## config.mk

```make
export PLATFORM = sky130hd
export DESIGN_NAME = reloc_down_timer
export DESIGN_NICKNAME = d
export VERILOG_FILES = /design/src/rtl/reloc_timer_pkg.sv /design/src/rtl/tmr_prescaler.sv /design/src/rtl/tmr_addr_match.sv /design/src/rtl/tmr_down_counter.sv /design/src/rtl/reloc_down_timer.sv
export SDC_FILE = /design/constraint.sdc
export NUM_CORES = 1
export LEC_CHECK = 0
export ABC_CLOCK_PERIOD_IN_PS = 2600
export CAP_MARGIN = 20
export CORE_MARGIN = 1.5
export CORE_UTILIZATION = 40
export CTS_CLUSTER_DIAMETER = 200
export DETAILED_ROUTE_END_ITERATION = 6
export PLACE_DENSITY = 0.77
export SYNTH_ARGS = -nofsm -noshare
export SYNTH_HDL_FRONTEND = slang
export SYNTH_SLANG_ARGS = --single-unit
export TNS_END_PERCENT = 50
```

## constraint.sdc

```tcl
create_clock -name clk_i -period 2.6 [get_ports clk_i]
set_input_delay 0.26 -clock clk_i [delete_from_list [all_inputs] [get_ports clk_i]]
set_output_delay 0.26 -clock clk_i [all_outputs]
set_load 0.02 [all_outputs]
```

## src/rtl/reloc_timer_pkg.sv

```systemverilog
package reloc_timer_pkg;
  localparam int unsigned ADDR_W  = 16;
  localparam int unsigned CNT_W   = 16;
  localparam int unsigned BUS_W   = 32;
  localparam int unsigned PRE_DIV = 8;

  typedef struct packed {
    logic              en;
    logic [ADDR_W-1:0] addr;
  } base_reg_t;
endpackage

```

## src/rtl/tmr_prescaler.sv

```systemverilog
module tmr_prescaler #(
  parameter int unsigned DIV = 8
) (
  input  logic clk_i,
  input  logic rst_ni,
  output logic tick_o
);
  localparam int unsigned PW = (DIV > 1) ? $clog2(DIV) : 1;
  localparam logic [PW-1:0] LAST = PW'(DIV - 1);

  logic [PW-1:0] ph_q;

  always_ff @(posedge clk_i or negedge rst_ni) begin
    if (!rst_ni)           ph_q <= '0;
    else if (ph_q == LAST) ph_q <= '0;
    else                   ph_q <= ph_q + 1'b1;
  end

  assign tick_o = (ph_q == LAST);

  assert_tick_gap_R1: assert property (@(posedge clk_i) disable iff (!rst_ni)
    tick_o |=> !tick_o);
endmodule

```

## src/rtl/tmr_addr_match.sv

```systemverilog
module tmr_addr_match
  import reloc_timer_pkg::*;
(
  input  logic              clk_i,
  input  logic              rst_ni,
  input  logic              cfg_we_i,
  input  logic [ADDR_W-1:0] cfg_base_i,
  input  logic              cfg_en_i,
  input  logic              acc_valid_i,
  input  logic [ADDR_W-1:0] acc_addr_i,
  output logic              en_o,
  output logic              sel_o
);
  base_reg_t base_q;

  always_ff @(posedge clk_i or negedge rst_ni) begin
    if (!rst_ni)       base_q <= '0;
    else if (cfg_we_i) base_q <= '{en: cfg_en_i, addr: cfg_base_i};
  end

  assign en_o  = base_q.en;
  assign sel_o = acc_valid_i && base_q.en && (acc_addr_i == base_q.addr);

  assert_cfg_take_R10: assert property (@(posedge clk_i) disable iff (!rst_ni)
    cfg_we_i |=> (en_o == $past(cfg_en_i)));
endmodule

```

## src/rtl/tmr_down_counter.sv

```systemverilog
module tmr_down_counter #(
  parameter int unsigned W = 16
) (
  input  logic         clk_i,
  input  logic         rst_ni,
  input  logic         tick_i,
  input  logic         load_i,
  input  logic [W-1:0] load_val_i,
  output logic [W-1:0] cnt_o
);
  logic [W-1:0] cnt_q;

  // load beats tick; zero is sticky
  always_ff @(posedge clk_i or negedge rst_ni) begin
    if (!rst_ni)                   cnt_q <= '0;
    else if (load_i)               cnt_q <= load_val_i;
    else if (tick_i && cnt_q != 0) cnt_q <= cnt_q - 1'b1;
  end

  assign cnt_o = cnt_q;

  assert_load_R2: assert property (@(posedge clk_i) disable iff (!rst_ni)
    load_i |=> cnt_q == $past(load_val_i));
  assert_step_R1: assert property (@(posedge clk_i) disable iff (!rst_ni)
    (tick_i && !load_i && cnt_q != 0) |=> cnt_q == $past(cnt_q) - 1'b1);
  assert_idle_R1: assert property (@(posedge clk_i) disable iff (!rst_ni)
    (!tick_i && !load_i) |=> $stable(cnt_q));
  assert_floor_R7: assert property (@(posedge clk_i) disable iff (!rst_ni)
    (cnt_q == 0 && !load_i) |=> cnt_q == 0);
endmodule

```

## src/rtl/reloc_down_timer.sv

```systemverilog
module reloc_down_timer
  import reloc_timer_pkg::*;
(
  input  logic              clk_i,
  input  logic              rst_ni,
  input  logic              cfg_we_i,
  input  logic [ADDR_W-1:0] cfg_base_i,
  input  logic              cfg_en_i,
  input  logic              acc_valid_i,
  input  logic              acc_we_i,
  input  logic [ADDR_W-1:0] acc_addr_i,
  input  logic [BUS_W-1:0]  acc_wdata_i,
  output logic              acc_hit_o,
  output logic [BUS_W-1:0]  acc_rdata_o
);
  logic             tick, sel, en;
  logic [CNT_W-1:0] cnt;
  logic             unused_hi;
  logic             hit_q;
  logic [BUS_W-1:0] rdata_q;

  assign unused_hi = ^acc_wdata_i[BUS_W-1:CNT_W];

  tmr_prescaler #(.DIV(PRE_DIV)) i_pre (
    .clk_i  (clk_i),
    .rst_ni (rst_ni),
    .tick_o (tick)
  );

  tmr_addr_match i_match (
    .clk_i       (clk_i),
    .rst_ni      (rst_ni),
    .cfg_we_i    (cfg_we_i),
    .cfg_base_i  (cfg_base_i),
    .cfg_en_i    (cfg_en_i),
    .acc_valid_i (acc_valid_i),
    .acc_addr_i  (acc_addr_i),
    .en_o        (en),
    .sel_o       (sel)
  );

  tmr_down_counter #(.W(CNT_W)) i_cnt (
    .clk_i      (clk_i),
    .rst_ni     (rst_ni),
    .tick_i     (tick),
    .load_i     (sel && acc_we_i),
    .load_val_i (acc_wdata_i[CNT_W-1:0]),
    .cnt_o      (cnt)
  );

  always_ff @(posedge clk_i or negedge rst_ni) begin
    if (!rst_ni) begin
      hit_q   <= 1'b0;
      rdata_q <= '0;
    end else begin
      hit_q   <= sel;
      rdata_q <= (sel && !acc_we_i) ? {{(BUS_W-CNT_W){1'b0}}, cnt} : '0;
    end
  end

  assign acc_hit_o   = hit_q;
  assign acc_rdata_o = rdata_q;

  assert_hit_src_R4: assert property (@(posedge clk_i) disable iff (!rst_ni)
    acc_hit_o |-> $past(acc_valid_i));
  assert_off_R5: assert property (@(posedge clk_i) disable iff (!rst_ni)
    (acc_valid_i && !en) |=> (!acc_hit_o && acc_rdata_o == '0));
  assert_rd_val_R9: assert property (@(posedge clk_i) disable iff (!rst_ni)
    (sel && !acc_we_i) |=> acc_rdata_o[CNT_W-1:0] == $past(cnt));
endmodule

```

==> results.sh, run 1 <==
export IMPL_clk_pin_slew_worst_paths_ns=0.09
export IMPL_io_buffers=70
export IMPL_crit_fanout=4
export IMPL_clkSinkCount=53
export IMPL_arrival_ns=2.46
export IMPL_grt_max_degree=24
export IMPL_hold_buffers=1
export IMPL_die_h_um=83.6
export IMPL_drt_pass1_iter_count=4
export IMPL_cts_setup_buffers=0
export IMPL_cts_tree="done"
export IMPL_ys_seq_area_share_pct=51.0
export IMPL_grt_use_met1_pct=20.7
export IMPL_synth_compound_area_share_pct=2.45
export IMPL_final_area_um2=3440
export IMPL_ff_latch_area_um2=1330
export IMPL_postSynthCellCount=219
export IMPL_synth_most_common_cell="dfrtp_1"
export IMPL_numCtsBuffers=5
export IMPL_peakVddDrop_mv=0.360
export IMPL_grt_pass1_vias=1815
export IMPL_slew_headroom_pct=48.4
export IMPL_use_met3_pct=3.86
export IMPL_grt_use_met2_pct=24.9
export IMPL_dpl_cell_area_um2=3340
export IMPL_cp_cell_sequence="or4_2 > or3_4 > nor2_1 > o21ai_0 > mux2_2"
export IMPL_ys_top_cells_by_count="53 x dfrtp_1, 34 x mux2_2, 17 x xor2_1"
export IMPL_syn_area_um2=2600
export IMPL_via_per_inst=4.81
export IMPL_cts_buffer_depth=2
export IMPL_synth_top_area_share_pct=51.0
export IMPL_yosys_top_cells_area="dfrtp_1 51%, mux2_2 15%, xor2_1 5.7%"
export IMPL_tns_ns=0
export IMPL_worstSkewPairLatency_ns=0.30
export IMPL_drive_above_1_share_pct=20.7
export IMPL_cp_slowest_cell="or4_2"
export IMPL_hold_viol_final=0
export IMPL_grtUsageTotal_pct=15.5
export IMPL_grt_setup_unrepaired="false"
export IMPL_status="completed"
export IMPL_top_usage_layer="met2"
export IMPL_crit_buf_inv=0
export IMPL_drc=0
export IMPL_period_share_pct=87.3
export IMPL_ys_types=33
export IMPL_dieArea_um2=6990
export IMPL_cpLargestDelayFamily="simple AND/OR/NAND/NOR gates"
export IMPL_yosys_warnings=0
export IMPL_area_growth_pct=32.3
export IMPL_grt_first_pass_wirelength_um=8740
export IMPL_synth_edf_count=0
export IMPL_wire_per_inst_um=13.8
export IMPL_diodes=0
export IMPL_muxShareOfSynthArea_pct=15.1
export IMPL_worst_slew_pin_slew_ns=0.771
export IMPL_postCtsResizedCells=0
export IMPL_max_freq_ghz=0.441
export IMPL_cp_required_ns=2.79
export IMPL_powerDensity_nw_per_um2=614
export IMPL_gp_congestion=0.747
export IMPL_synth_simple_area_share_pct=16.0
export IMPL_whs_ns=0.351
export IMPL_antenna_found_initial=0
export IMPL_fill_cells=547
export IMPL_finalSetupViolCount=0
export IMPL_hold_class="input port to asynchronous set/reset pin"
export IMPL_vias=1790
export IMPL_synth_xor_area_share_pct=7.41
export IMPL_drtIter0Drc=97
export IMPL_core_um2=6310
export IMPL_start_util_pct=41.2
export IMPL_num_rows=29
export IMPL_io_pins=103
export IMPL_max_cap_violations=0
export IMPL_ys_flop_type="dfrtp_1"
export IMPL_max_stage_delay_ns=0.73
export IMPL_power_mw=2.11
export IMPL_drt_total_wl_um=5120
export IMPL_pre_cts_slack_ns=0.198
export IMPL_cp_start_kind="flop"
export IMPL_ant_nets=0
export IMPL_overflow=0
export IMPL_drv_slew=0
export IMPL_die_w_um=83.6
export IMPL_dp_hpwl_um=3960
export IMPL_final_nets=367
export IMPL_synth_top_family_by_area="simple AND/OR/NAND/NOR gates"
export IMPL_fin_crit_ns=2.27
export IMPL_htree_levels=2
export IMPL_multi_input_area_um2=1170
export IMPL_leakage_nw=1.50
export IMPL_stdcell_count=372
export IMPL_fin_worst_skew_ns=0.00744
export IMPL_cts_root_buffer="clkbuf_8"
export IMPL_end_kind="flop"
export IMPL_yosysTopAreaCell="dfrtp_1"
export IMPL_syn_area_per_cell_um2=11.9
export IMPL_ys_seq_elements=53
export IMPL_async_flop_share_pct=100
export IMPL_synthAdderAreaFrac_pct=1.44
export IMPL_path_class="flop to flop"
export IMPL_setup_slack_ns=0.331
export IMPL_finalCoreUtilization_pct=54.5
export IMPL_dp_cells=363
## state kept, by name (all words and copies together), names as in the netlist
register        count
i_match.en_o        1
acc_hit_o           1
i_pre.ph_q          3
i_match.base_q     16
i_cnt.cnt_o        16
acc_rdata_o        16
## kinds of logic after synthesis
logic type               Yosys count
other                              1
buffers and inverters             25
adder cells (fa/ha/maj)            3
AO/OA/AOI/OAI                     11
multiplexers                      35
AND/OR/NAND/NOR                   69
flip-flops                        53
XOR/XNOR                          22
## metal layers
metal	vias to the layer above	routed length, um
li1	872	-
met1	826	2320
met2	82	2340
met3	10	376
met4	0	90
met5	-	0
## cell usage in the layout (no fill, tap or decap), types with 8 or more instances in the layout
cell type,n
nor3_1,8
mux2_2,34
o21ai_0,8
and2_1,15
nand2_1,9
clkdlybuf4s50_1,69
dfrtp_1,53
xor2_1,17
nor2_1,8
conb_1,16
## report_power, final
group | internal, mW | switching [mW] | total (mW)
registers | 0.947 | 0.140 | 1.09
logic | 0.307 | 0.262 | 0.569
clock network | 0.190 | 0.264 | 0.455
total | 1.44 | 0.667 | 2.11
## cell type report
cell class	count	share of cell area, %
Clock buffer	6	2.11
Sequential cell	53	38.6
Multi-Input combinational cell	156	34.0
Timing Repair Buffer	75	21.8
Tap cell	77	2.80
Inverter	3	0.327
Clock inverter	2	0.437
## final timing paths
kind,slack [ns],depth (start not counted),to,from
min reg2reg,0.43,1,i_pre.ph_q[0],i_pre.ph_q[0]
max in group asynchronous,1.65,3,acc_rdata_o[12],rst_ni
max reg2reg,0.33,5,i_cnt.cnt_o[5],i_cnt.cnt_o[14]
max,0.33,5,i_cnt.cnt_o[5],i_cnt.cnt_o[14]
min,0.35,2,i_match.base_q[0],rst_ni
min in group clk_i,0.43,1,i_pre.ph_q[0],i_pre.ph_q[0]
Note: power is estimated with default switching activity, not from simulation.
==> run 2: changes to the inputs <==
Settings changed: CTS_CLUSTER_SIZE set to 28.
==> results of run 2 <==
No change in the layout: final DEF, timing and power equal those of run 1.
